--- src/rtl/ste_pkg.sv ---
package ste_pkg;
  localparam int unsigned ADDR_W    = 6;
  localparam int unsigned DATA_W    = 32;
  localparam int unsigned DIV_W     = 12;
  localparam int unsigned MODE_W    = 3;
  localparam int unsigned CNT_W     = 4;
  localparam int unsigned MAX_BYTES = 8;
  localparam int unsigned STREAM_W  = MAX_BYTES * 8;
  localparam int unsigned HALF_B    = MAX_BYTES / 2;
  localparam int unsigned IDX_W     = $clog2(2 * STREAM_W + 1);

  localparam int unsigned START_BIT = 8;
  localparam int unsigned DIV_LSB   = 16;
  localparam int unsigned MODE_LSB  = 29;

  localparam logic [CNT_W-1:0] MAX_CNT = CNT_W'(MAX_BYTES);

  localparam logic [ADDR_W-1:0] A_XFER = 6'h00;
  localparam logic [ADDR_W-1:0] A_WRDA = 6'h04;
  localparam logic [ADDR_W-1:0] A_WRDB = 6'h08;
  localparam logic [ADDR_W-1:0] A_CFG  = 6'h28;
  localparam logic [ADDR_W-1:0] A_SEL  = 6'h38;
endpackage

--- src/rtl/ste_regs.sv ---
module ste_regs
  import ste_pkg::*;
(
  input  logic                clk_i,
  input  logic                rst_ni,
  input  logic                req_i,
  input  logic                we_i,
  input  logic [ADDR_W-1:0]   addr_i,
  input  logic [DATA_W-1:0]   wdata_i,
  output logic [DATA_W-1:0]   rdata_o,
  input  logic                busy_i,
  input  logic                done_i,
  input  logic [STREAM_W-1:0] rx_sr_i,
  output logic                start_o,
  output logic [CNT_W-1:0]    go_tx_o,
  output logic [CNT_W-1:0]    go_rx_o,
  output logic [STREAM_W-1:0] tx_stream_o,
  output logic [DIV_W-1:0]    run_div_o,
  output logic                sel_o
);
  logic [DATA_W-1:0] wa_q, wb_q;
  logic [CNT_W-1:0]  txn_q, rxn_q;
  logic [DIV_W-1:0]  div_q, run_div_q;
  logic [MODE_W-1:0] mode_q;
  logic              sel_q;

  logic wr, wr_xfer, wr_a, wr_b, cnt_ok;
  logic [CNT_W-1:0] w_tx, w_rx;
  logic       rx_we   [MAX_BYTES];
  logic [7:0] rx_byte [MAX_BYTES];

  function automatic logic [7:0] rx_pick(input logic [STREAM_W-1:0] sr,
                                         input logic [CNT_W-1:0] sel);
    return sr[8*sel +: 8];
  endfunction

  assign wr      = req_i & we_i;
  assign wr_xfer = wr & (addr_i == A_XFER) & ~busy_i;
  assign wr_a    = wr & (addr_i == A_WRDA) & ~busy_i;
  assign wr_b    = wr & (addr_i == A_WRDB) & ~busy_i;
  assign w_tx    = wdata_i[CNT_W-1:0];
  assign w_rx    = wdata_i[2*CNT_W-1:CNT_W];
  assign cnt_ok  = (w_tx != '0) && (w_tx <= MAX_CNT) && (w_rx <= MAX_CNT);
  assign start_o = wr_xfer & wdata_i[START_BIT] & cnt_ok;
  assign go_tx_o = w_tx;
  assign go_rx_o = w_rx;

  // wire order: A[7:0], A[31:24], A[23:16], A[15:8], then B low to high
  assign tx_stream_o = {wa_q[7:0], wa_q[31:24], wa_q[23:16], wa_q[15:8],
                        wb_q[7:0], wb_q[15:8], wb_q[23:16], wb_q[31:24]};

  // last received byte sits at the bottom of the shift register
  always_comb begin
    for (int k = 0; k < MAX_BYTES; k++) begin
      rx_we[k]   = done_i && (CNT_W'(k) < rxn_q);
      rx_byte[k] = rx_pick(rx_sr_i, rx_we[k] ? rxn_q - CNT_W'(k + 1) : '0);
    end
  end

  always_ff @(posedge clk_i or negedge rst_ni) begin
    if (!rst_ni) begin
      wa_q      <= '0;
      wb_q      <= '0;
      txn_q     <= '0;
      rxn_q     <= '0;
      div_q     <= '0;
      run_div_q <= '0;
      mode_q    <= '0;
      sel_q     <= 1'b0;
    end else begin
      if (wr_xfer) begin
        txn_q <= w_tx;
        rxn_q <= w_rx;
      end
      if (start_o) run_div_q <= div_q;
      if (wr && addr_i == A_CFG) begin
        div_q  <= wdata_i[DIV_LSB +: DIV_W];
        mode_q <= wdata_i[MODE_LSB +: MODE_W];
      end
      if (wr && addr_i == A_SEL) sel_q <= wdata_i[0];
      if (wr_a) wa_q <= wdata_i;
      if (wr_b) wb_q <= wdata_i;
      for (int k = 0; k < HALF_B; k++) begin
        if (rx_we[k])          wb_q[8*k +: 8] <= rx_byte[k];
        if (rx_we[k + HALF_B]) wa_q[8*k +: 8] <= rx_byte[k + HALF_B];
      end
    end
  end

  always_comb begin
    rdata_o = '0;
    case (addr_i)
      A_XFER: rdata_o = {15'd0, busy_i, 7'd0, 1'b0, rxn_q, txn_q};
      A_WRDA: rdata_o = wa_q;
      A_WRDB: rdata_o = wb_q;
      A_CFG:  rdata_o = {mode_q, 1'b0, div_q, 16'd0};
      A_SEL:  rdata_o = {31'd0, sel_q};
      default: rdata_o = '0;
    endcase
  end

  assign run_div_o = run_div_q;
  assign sel_o     = sel_q;

  p_words_hold_r9: assert property (@(posedge clk_i) disable iff (!rst_ni)
    busy_i && !done_i |=> $stable(wa_q) && $stable(wb_q));
  p_counts_hold_r9: assert property (@(posedge clk_i) disable iff (!rst_ni)
    busy_i |=> $stable(txn_q) && $stable(rxn_q));
  p_start_counts_r3: assert property (@(posedge clk_i) disable iff (!rst_ni)
    start_o |=> (txn_q != '0) && (txn_q <= MAX_CNT) && (rxn_q <= MAX_CNT));
endmodule

--- src/rtl/ste_clkdiv.sv ---
module ste_clkdiv
  import ste_pkg::*;
(
  input  logic             clk_i,
  input  logic             rst_ni,
  input  logic             run_i,
  input  logic [DIV_W-1:0] div_i,
  output logic             rise_o,
  output logic             bit_end_o,
  output logic             sclk_o
);
  localparam int unsigned PW = DIV_W + 1;

  logic [PW-1:0] period, low_len, cnt_q;

  assign period    = PW'(div_i) + PW'(2);
  assign low_len   = period - (period >> 1);
  assign rise_o    = run_i && (cnt_q == low_len - PW'(1));
  assign bit_end_o = run_i && (cnt_q == period - PW'(1));
  assign sclk_o    = run_i && (cnt_q >= low_len);

  always_ff @(posedge clk_i or negedge rst_ni) begin
    if (!rst_ni)              cnt_q <= '0;
    else if (!run_i || bit_end_o) cnt_q <= '0;
    else                      cnt_q <= cnt_q + PW'(1);
  end

  p_phase_range_r8: assert property (@(posedge clk_i) disable iff (!rst_ni)
    run_i |-> cnt_q < period);
endmodule

--- src/rtl/ste_shift.sv ---
module ste_shift
  import ste_pkg::*;
(
  input  logic                clk_i,
  input  logic                rst_ni,
  input  logic                start_i,
  input  logic [CNT_W-1:0]    go_tx_i,
  input  logic [CNT_W-1:0]    go_rx_i,
  input  logic [STREAM_W-1:0] tx_stream_i,
  input  logic                rise_i,
  input  logic                bit_end_i,
  input  logic                miso_i,
  output logic                busy_o,
  output logic                mosi_o,
  output logic                done_o,
  output logic [STREAM_W-1:0] rx_sr_o
);
  logic                busy_q;
  logic [IDX_W-1:0]    idx_q, tot_q, txb_q;
  logic [STREAM_W-1:0] tx_sr_q, rx_sr_q;
  logic                in_tx, last;

  assign in_tx  = idx_q < txb_q;
  assign last   = idx_q == tot_q - IDX_W'(1);
  assign done_o = busy_q & bit_end_i & last;
  assign mosi_o = busy_q & in_tx & tx_sr_q[STREAM_W-1];
  assign busy_o = busy_q;
  assign rx_sr_o = rx_sr_q;

  always_ff @(posedge clk_i or negedge rst_ni) begin
    if (!rst_ni) begin
      busy_q  <= 1'b0;
      idx_q   <= '0;
      tot_q   <= '0;
      txb_q   <= '0;
      tx_sr_q <= '0;
      rx_sr_q <= '0;
    end else if (start_i) begin
      busy_q  <= 1'b1;
      idx_q   <= '0;
      tot_q   <= (IDX_W'(go_tx_i) + IDX_W'(go_rx_i)) << 3;
      txb_q   <= IDX_W'(go_tx_i) << 3;
      tx_sr_q <= tx_stream_i;
      rx_sr_q <= '0;
    end else if (busy_q) begin
      if (rise_i && !in_tx) rx_sr_q <= {rx_sr_q[STREAM_W-2:0], miso_i};
      if (bit_end_i) begin
        if (last) busy_q <= 1'b0;
        else begin
          idx_q <= idx_q + IDX_W'(1);
          if (in_tx) tx_sr_q <= tx_sr_q << 1;
        end
      end
    end
  end

  p_idx_range_r7: assert property (@(posedge clk_i) disable iff (!rst_ni)
    busy_q |-> idx_q < tot_q);
  p_done_clears_r7: assert property (@(posedge clk_i) disable iff (!rst_ni)
    done_o |=> !busy_q);
  p_start_idle_r3: assert property (@(posedge clk_i) disable iff (!rst_ni)
    start_i |-> !busy_q);
endmodule

--- src/rtl/spi_txn_engine.sv ---
module spi_txn_engine
  import ste_pkg::*;
(
  input  logic              clk_i,
  input  logic              rst_ni,
  input  logic              req_i,
  input  logic              we_i,
  input  logic [ADDR_W-1:0] addr_i,
  input  logic [DATA_W-1:0] wdata_i,
  output logic [DATA_W-1:0] rdata_o,
  output logic              sclk_o,
  output logic              mosi_o,
  input  logic              miso_i,
  output logic              cs_no
);
  logic                start, busy, done, rise, bit_end, sel;
  logic [CNT_W-1:0]    go_tx, go_rx;
  logic [STREAM_W-1:0] tx_stream, rx_sr;
  logic [DIV_W-1:0]    run_div;

  ste_regs u_regs (
    .clk_i, .rst_ni, .req_i, .we_i, .addr_i, .wdata_i, .rdata_o,
    .busy_i(busy), .done_i(done), .rx_sr_i(rx_sr),
    .start_o(start), .go_tx_o(go_tx), .go_rx_o(go_rx),
    .tx_stream_o(tx_stream), .run_div_o(run_div), .sel_o(sel)
  );

  ste_clkdiv u_div (
    .clk_i, .rst_ni, .run_i(busy), .div_i(run_div),
    .rise_o(rise), .bit_end_o(bit_end), .sclk_o(sclk_o)
  );

  ste_shift u_shift (
    .clk_i, .rst_ni, .start_i(start), .go_tx_i(go_tx), .go_rx_i(go_rx),
    .tx_stream_i(tx_stream), .rise_i(rise), .bit_end_i(bit_end),
    .miso_i, .busy_o(busy), .mosi_o(mosi_o), .done_o(done), .rx_sr_o(rx_sr)
  );

  assign cs_no = ~sel;

  p_start_busy_r7: assert property (@(posedge clk_i) disable iff (!rst_ni)
    start |=> busy);
  p_mosi_hold_r4: assert property (@(posedge clk_i) disable iff (!rst_ni)
    sclk_o && $past(sclk_o) |-> $stable(mosi_o));
endmodule

--- config.mk ---
export PLATFORM = sky130hd
export DESIGN_NAME = spi_txn_engine
export DESIGN_NICKNAME = d
export VERILOG_FILES = /design/src/rtl/ste_pkg.sv /design/src/rtl/ste_regs.sv /design/src/rtl/ste_clkdiv.sv /design/src/rtl/ste_shift.sv /design/src/rtl/spi_txn_engine.sv
export SDC_FILE = /design/constraint.sdc
export NUM_CORES = 1
export LEC_CHECK = 0
export BUFFER_PORTS_ARGS = -buffer_cell sky130_fd_sc_hd__buf_2
export CORE_ASPECT_RATIO = 0.7
export CORE_MARGIN = 4
export CORE_UTILIZATION = 45
export CTS_CLUSTER_SIZE = 14
export DETAILED_ROUTE_END_ITERATION = 10
export REMOVE_ABC_BUFFERS = 1
export SLEW_MARGIN = 5
export SYNTH_ARGS = -nofsm -noshare
export SYNTH_HDL_FRONTEND = slang
export SYNTH_HIERARCHICAL = 1
export SYNTH_SLANG_ARGS = --single-unit
export TNS_END_PERCENT = 100
--- constraint.sdc ---
create_clock -name clk_i -period 5.8 [get_ports clk_i]
set_input_delay 0.29 -clock clk_i [delete_from_list [all_inputs] [get_ports clk_i]]
set_output_delay 0.29 -clock clk_i [all_outputs]
set_load 0.05 [all_outputs]
Yosys cells after proc, flatten, opt, wreduce, memory -nomap -nowiden
Index checks and enable logic that the tools add are counted.
{"block": "totals", "wordCells": 152, "input_bits": 43, "output_inout_bits": 35, "reg_bits": 259}
{"block": "classes", "n_reduce_logical": 36, "addsub": 16, "magnitude_cmp": 12, "bitwise": 15, "muxes": 36, "n_eq_ne": 8, "shift": 8}
{"cell": "64-bit 2-to-1 mux", "n": 8}
{"cell": "64-bit by 8-bit variable part select with 8-bit output", "n": 8}
{"cell": "32-bit case mux with 5 select lines", "n": 1}
{"cell": "8-bit 2-to-1 mux", "n": 12}
{"cell": "32-bit 2-to-1 mux", "n": 2}
{"cell": "4-bit 2-to-1 mux", "n": 8}
{"cell": "13-bit == test", "n": 2}
{"cell": "13-bit by 1-bit subtractor with 13-bit output (second input constant)", "n": 2}
{"cell": "2-bit nonzero test", "n": 12}
{"cell": "1-bit logical AND", "n": 16}
{"cell": "3-bit by 4-bit less-than comparator with 1-bit output (first input constant)", "n": 4}
{"cell": "4-bit by 3-bit subtractor with 4-bit output (second input constant)", "n": 4}
{"cell": "12-bit by 2-bit adder with 13-bit output (second input constant)", "n": 1}
{"cell": "13-bit by 1-bit adder with 13-bit output (second input constant)", "n": 1}
{"cell": "1-bit bitwise AND", "n": 13}
{"cell": "13-bit >= comparator", "n": 1}
{"cell": "13-bit 2-to-1 mux", "n": 1}
{"cell": "13-bit by 12-bit subtractor with 13-bit output", "n": 1}
{"cell": "6-bit == test (second input constant)", "n": 2}
{"cell": "8-bit by 1-bit adder with 8-bit output (second input constant)", "n": 1}
{"cell": "8-bit == test", "n": 1}
{"cell": "4-bit <= comparator (second input constant)", "n": 2}
{"cell": "1-bit by 4-bit less-than comparator with 1-bit output (first input constant)", "n": 2}
{"cell": "2-bit by 4-bit less-than comparator with 1-bit output (first input constant)", "n": 2}
{"cell": "18 further kinds", "n": 24}

Logic depth before layout (Yosys ltp)
{"block": "depth", "depth_word": 10, "depth_mapped": 24, "ltp_nobuf": 21}

Hierarchy
Netlist, hierarchy kept.
{"mod": "ste_regs", "seq_area_each_um2": 2502.4, "area_each_um2": 9427.8, "cells_each": 1135, "instances": 1}
{"mod": "ste_shift", "seq_area_each_um2": 3653.5, "area_each_um2": 7061.8, "cells_each": 745, "instances": 1}
{"mod": "ste_clkdiv", "seq_area_each_um2": 325.3, "area_each_um2": 2742.6, "cells_each": 341, "instances": 1}
{"mod": "spi_txn_engine", "seq_area_each_um2": 0.0, "area_each_um2": 3.8, "cells_each": 1, "instances": 1}

Worst setup path after synthesis
OpenSTA, ideal clock, no wires.
{"block": "synth_path", "path_kind": "register -> output", "from": "reg u_regs.run_div_q[2], in the netlist u_regs/run_div_o[2]", "to": "out sclk_o", "required_ns": 5.510, "path_stages_with_launch": 19, "slack_ns": 0.698, "arrival_time_ns": 4.812, "path_buffers": 1, "path_cell_list": "dfrtp_1 -> ha_1 -> and2_1 -> buf_2 -> nand2_1 -> xor2_1 -> ha_1 -> nor3b_1 -> a211oi_1 -> a21boi_0 -> o31ai_2 -> xnor3_1 -> ha_1 -> o21a_1 -> o21ai_0 -> a21oi_1 -> o221a_2 -> o21ai_0 -> a21boi_0"}
{"block": "synth_via", "elab_chain_cells": 4}
{"element": "start, declared", "line_no": "ste_regs.sv:23", "source": "logic [DIV_W-1:0] div_q, run_div_q;"}
{"element": "start signal, assigned", "line_no": "ste_regs.sv:75", "source": "if (start_o) run_div_q <= div_q;"}
{"element": "12-bit by 2-bit adder with 13-bit output", "line_no": "ste_clkdiv.sv:16", "source": "assign period = PW'(div_i) + PW'(2);"}
{"element": "13-bit by 12-bit subtractor with 13-bit output", "line_no": "ste_clkdiv.sv:17", "source": "assign low_len = period - (period >> 1);"}
{"element": "13-bit >= comparator", "line_no": "ste_clkdiv.sv:20", "source": "assign sclk_o = run_i && (cnt_q >= low_len);"}
{"element": "1-bit logical AND", "line_no": "ste_clkdiv.sv:20"}
{"element": "end, declared", "line_no": "spi_txn_engine.sv:11", "source": "output logic sclk_o,"}
Every way passes these cells.

Final worst setup path
{"block": "layout_path", "from": "reg u_regs.run_div_q[2], in the netlist u_regs/run_div_o[2]", "to": "reg u_shift.rx_sr_q[7], in the netlist u_shift/rx_sr_o[7]"}
{"block": "layout_via", "elab_chain_cells": 8}
{"element": "12-bit by 2-bit adder with 13-bit output", "line_no": "ste_clkdiv.sv:16"}
{"element": "13-bit by 12-bit subtractor with 13-bit output", "line_no": "ste_clkdiv.sv:17"}
{"element": "13-bit by 1-bit subtractor with 13-bit output", "line_no": "ste_clkdiv.sv:18", "source": "assign rise_o = run_i && (cnt_q == low_len - PW'(1));"}
{"element": "13-bit == test", "line_no": "ste_clkdiv.sv:18"}
{"element": "1-bit logical AND", "line_no": "ste_clkdiv.sv:18"}
{"element": "named net rise", "line_no": "spi_txn_engine.sv:16", "source": "logic start, busy, done, rise, bit_end, sel;"}
{"element": "1-bit logical AND", "line_no": "ste_shift.sv:46", "source": "if (rise_i && !in_tx) rx_sr_q <= {rx_sr_q[STREAM_W-2:0], miso_i};"}
{"element": "2-bit nonzero test (no line)"}
{"element": "2-bit AND reduction (no line)"}
{"element": "end signal, assigned", "line_no": "ste_shift.sv:46"}
{"element": "end, declared", "line_no": "ste_shift.sv:20", "source": "logic [STREAM_W-1:0] tx_sr_q, rx_sr_q;"}
The timed path passes the listed nets, and every way through them passes these cells.
A chain may end at the register's enable or synchronous reset.

==> results.sh <==
export IMPL_die_x_um=255
export IMPL_syn_to_final_growth_pct=11.7
export IMPL_slowest_delay_ns=0.50
export IMPL_cts_sinks=259
export IMPL_grt_remaining_overflow=0
export IMPL_fmax_mhz=182
export IMPL_slew_viol_final=0
export IMPL_design_area_um2=21500
export IMPL_die_area_um2=46200
export IMPL_grt_use_total_pct=33.3
export IMPL_setup_violations=0
export IMPL_seq_area_frac_synth_pct=33.7
export IMPL_synth_seq_cells=259
export IMPL_fp_dieH_um=181
export IMPL_p_clk_share_pct=40.0
export IMPL_synth_top_area_share_pct=33.7
export IMPL_synthCells=2222
export IMPL_synth_top_family_by_area="compound AO/OA/AOI/OAI gates"
export IMPL_antenna_cells=0
export IMPL_numPortBuffers=77
export IMPL_synth_fa_ha_area_share_pct=3.54
export IMPL_drive_gt1_share_pct=18.6
export IMPL_nFillCells=3985
export IMPL_crit_arrival_ns=5.99
export IMPL_firstDrtPassIters=10
export IMPL_place_ws_ns=0.176
export IMPL_critPathRequiredTime_ns=6.30
export IMPL_peakVddDrop_v=0.000213
export IMPL_antenna_found_initial=1
export IMPL_fin_crit_ns=5.49
export IMPL_final_nets=2359
export IMPL_p_total_mw=4.76
export IMPL_totalWireLength_um=79100
export IMPL_max_slew_margin_pct=17.8
export IMPL_p_int_mw=3.22
export IMPL_synth_xor_area_share_pct=4.21
export IMPL_cts_tree="built"
export IMPL_skew_ns=0.0223
export IMPL_htreeDepth=1
export IMPL_end_kind="flip-flop"
export IMPL_clkTransAtPathRegs_ns=0.06
export IMPL_min_period_over_period_pct=94.7
export IMPL_synth_async_reset_ratio_pct=100
export IMPL_dp_hpwl_um=55400
export IMPL_cts_buffers=29
export IMPL_setup_slack_ns=0.310
export IMPL_grt_pass1_wl_um=116000
export IMPL_p_per_area_nw_per_um2=222
export IMPL_tightest_slew_ns=1.20
export IMPL_crit_fanout=64
export IMPL_p_switching_mw=1.54
export IMPL_dpl_instance_area_um2=20300
export IMPL_ant_nets=0
export IMPL_pwr_share_comb_pct=16.6
export IMPL_placementRows=63
export IMPL_start_util_pct=45.5
export IMPL_hold_viol_final=0
export IMPL_static_leakage_power_nw=9.35
export IMPL_synth_compound_area_share_pct=25.3
export IMPL_crit_path_start_kind="flip-flop"
export IMPL_ys_flop_type="dfrtp_1"
export IMPL_dp_cells=2767
export IMPL_yosys_top_cells_area="dfrtp_1 (34%), nand2_1 (7.0%), a21oi_1 (5.2%)"
export IMPL_clk_path_buf_depth=3
export IMPL_synth_warnings=6
export IMPL_switching_share_pct=32.3
export IMPL_vias=18603
export IMPL_critPathSlowestCell="or4b_1"
export IMPL_outcome="complete, no violations"
export IMPL_yosysUniqueCellTypes=116
export IMPL_drtIter0Drc=2890
export IMPL_fin_cells=2837
export IMPL_io_pins=78
export IMPL_synth_area_leader_cell="dfrtp_1"
export IMPL_holdWs_ns=0.0353
export IMPL_fin_util_pct=50.8
export IMPL_syn_area_um2=19200
export IMPL_drcViolationCount=0
export IMPL_synth_edff_count=0
export IMPL_core_um2=42300
export IMPL_synth_simple_area_share_pct=17.6
export IMPL_grt_pass1_vias=17463
export IMPL_fin_tns_setup_ns=0
export IMPL_avgSynthCellArea_um2=8.66
export IMPL_synth_area_mux_share_pct=9.70
export IMPL_grt_max_degree=107
export IMPL_crit_chain="ha_1 -> and2_2 -> nand2_1 -> xor2_1 -> buf_4 -> ha_2 -> nor3b_1 -> a211oi_1 -> buf_4 -> o311a_1 -> or4b_1 -> o21a_2 -> xor2_2 -> nand3b_1 -> a211o_1 -> a21o_1 -> a2111oi_4 -> and3_2 -> buf_12 -> nand2_1 -> a21oi_1"
export IMPL_criticalPathCategory="flip-flop to flip-flop"
export IMPL_wl_per_cell_um=27.9
export IMPL_vias_per_cell=6.56
export IMPL_clock_latency_ns=0.60
export IMPL_maxCapViolCount=0
export IMPL_root_buffer="clkbuf_16"
export IMPL_hp_class="input port to flip-flop"
export IMPL_place_congestion=1.03
export IMPL_pwr_share_seq_pct=43.4
## power groups by stage
stage,combinational [mW],sequential [mW],clock [mW]
after floorplan,0.445,2.01,0
after global placement,0.746,2.09,0
after detailed placement,0.750,2.09,0
after CTS,0.762,2.05,1.94
after global routing,0.839,2.07,2.01
final,0.789,2.07,1.91
## registers in the layout (all words and copies together), names as in the netlist
signal            count
u_regs/txn_q          4
u_div/cnt_q          13
u_regs/wa_q          32
u_regs/mode_q         3
u_shift/idx_q         8
u_regs/wb_q          32
u_regs/run_div_o     12
u_regs/rxn_q          4
u_regs/div_q         12
u_shift/txb_q         4
u_shift/busy_o        1
u_shift/rx_sr_o      64
u_shift/tot_q         5
u_regs/sel_o          1
u_shift/tx_sr_q      64
## cell type report
type	count	area, um^2	share of cell area (%)
multi-input cells	1720	11700	54.5
flip-flops and latches	259	6490	30.2
repair buffers	189	1380	6.43
clock buffers	39	813	3.79
well taps	552	691	3.22
inverters	64	243	1.13
clock inverters	14	150	0.699
## cell usage after synthesis (8+ instances only)
| master | count |
|---|---|
| o21a_1 | 9 |
| o32ai_1 | 13 |
| a22o_1 | 12 |
| nand2_1 | 358 |
| inv_1 | 60 |
| mux2_4 | 9 |
| clkbuf_1 | 101 |
| a211oi_1 | 43 |
| a21oi_1 | 199 |
| nand3_1 | 46 |
| dfrtp_1 | 259 |
| a221oi_1 | 44 |
| a222oi_1 | 21 |
| o211ai_1 | 8 |
| o22ai_1 | 34 |
| mux2_2 | 38 |
| a21oi_2 | 82 |
| nand2b_1 | 14 |
| a31oi_1 | 32 |
| nand4_1 | 10 |
| a21o_1 | 13 |
| o21ai_0 | 96 |
| xor2_1 | 27 |
| and3_1 | 13 |
| mux4_2 | 15 |
| mux2i_1 | 93 |
| nor2_1 | 102 |
| ha_1 | 52 |
| nor2b_1 | 84 |
| xnor2_1 | 48 |
| buf_2 | 43 |
| buf_1 | 10 |
| buf_4 | 12 |
| nor3_1 | 32 |
## layer usage
metal,vias to the layer above,wire (um),track usage [%]
li1,8150,-,-
met1,9217,35900,51.6
met2,1101,31000,44.4
met3,135,10100,10.8
met4,0,2120,7.76
met5,-,0,0
## what timing repair did
action	4_1_cts	5_1_grt
setup endpoints to repair	1	119
endpoints found under the hold margin	109	0
buffers inserted	0	0
hold buffers	17	0
pin swaps	0	1
resized for setup	1	11
## placed cells by master (no fill, tap or decap), types with 38 or more instances in the layout
cell type	instances
nand2_1	358
dfrtp_1	257
a21oi_1	198
nor2_1	102
o21ai_0	96
mux2i_1	93
buf_4	88
nor2b_1	84
a21oi_2	83
buf_2	75
inv_1	60
ha_1	51
xnor2_1	47
nand3_1	44
a221oi_1	44
a211oi_1	43
mux2_2	38
## critical path, delay by kind of cell, from the launching register on
family / cells / cell delay [ns]
fa+ha+maj: 2 / 0.65
xor+xnor: 2 / 0.47
buf+inv: 3 / 0.60
compound gates: 7 / 1.50
simple gates: 7 / 1.69
flops: 1 / 0.44
## kinds of logic after synthesis
group	after synthesis
DFF	259
AOI/OAI and AO/OA	703
muxes	158
and+or+nand+nor	722
buffers and inverters	243
adders and majority gates	54
xor gates and xnor gates	83
## final timing paths
check | endpoint | from | slack [ns] | cells after the start
max | u_shift/rx_sr_o[7] | u_regs/run_div_o[2] | 0.31 | 21
max in group asynchronous | u_shift/tx_sr_q[48] | rst_ni | 4.27 | 3
min | u_regs/rxn_q[2] | wdata_i[6] | 0.04 | 3
min reg2reg | u_regs/txn_q[0] | u_regs/txn_q[0] | 0.51 | 1
max reg2reg | u_shift/rx_sr_o[7] | u_regs/run_div_o[2] | 0.31 | 21
min in group asynchronous | u_shift/tx_sr_q[21] | rst_ni | 0.26 | 2
No activity file was read; power rests on OpenSTA's default activity.
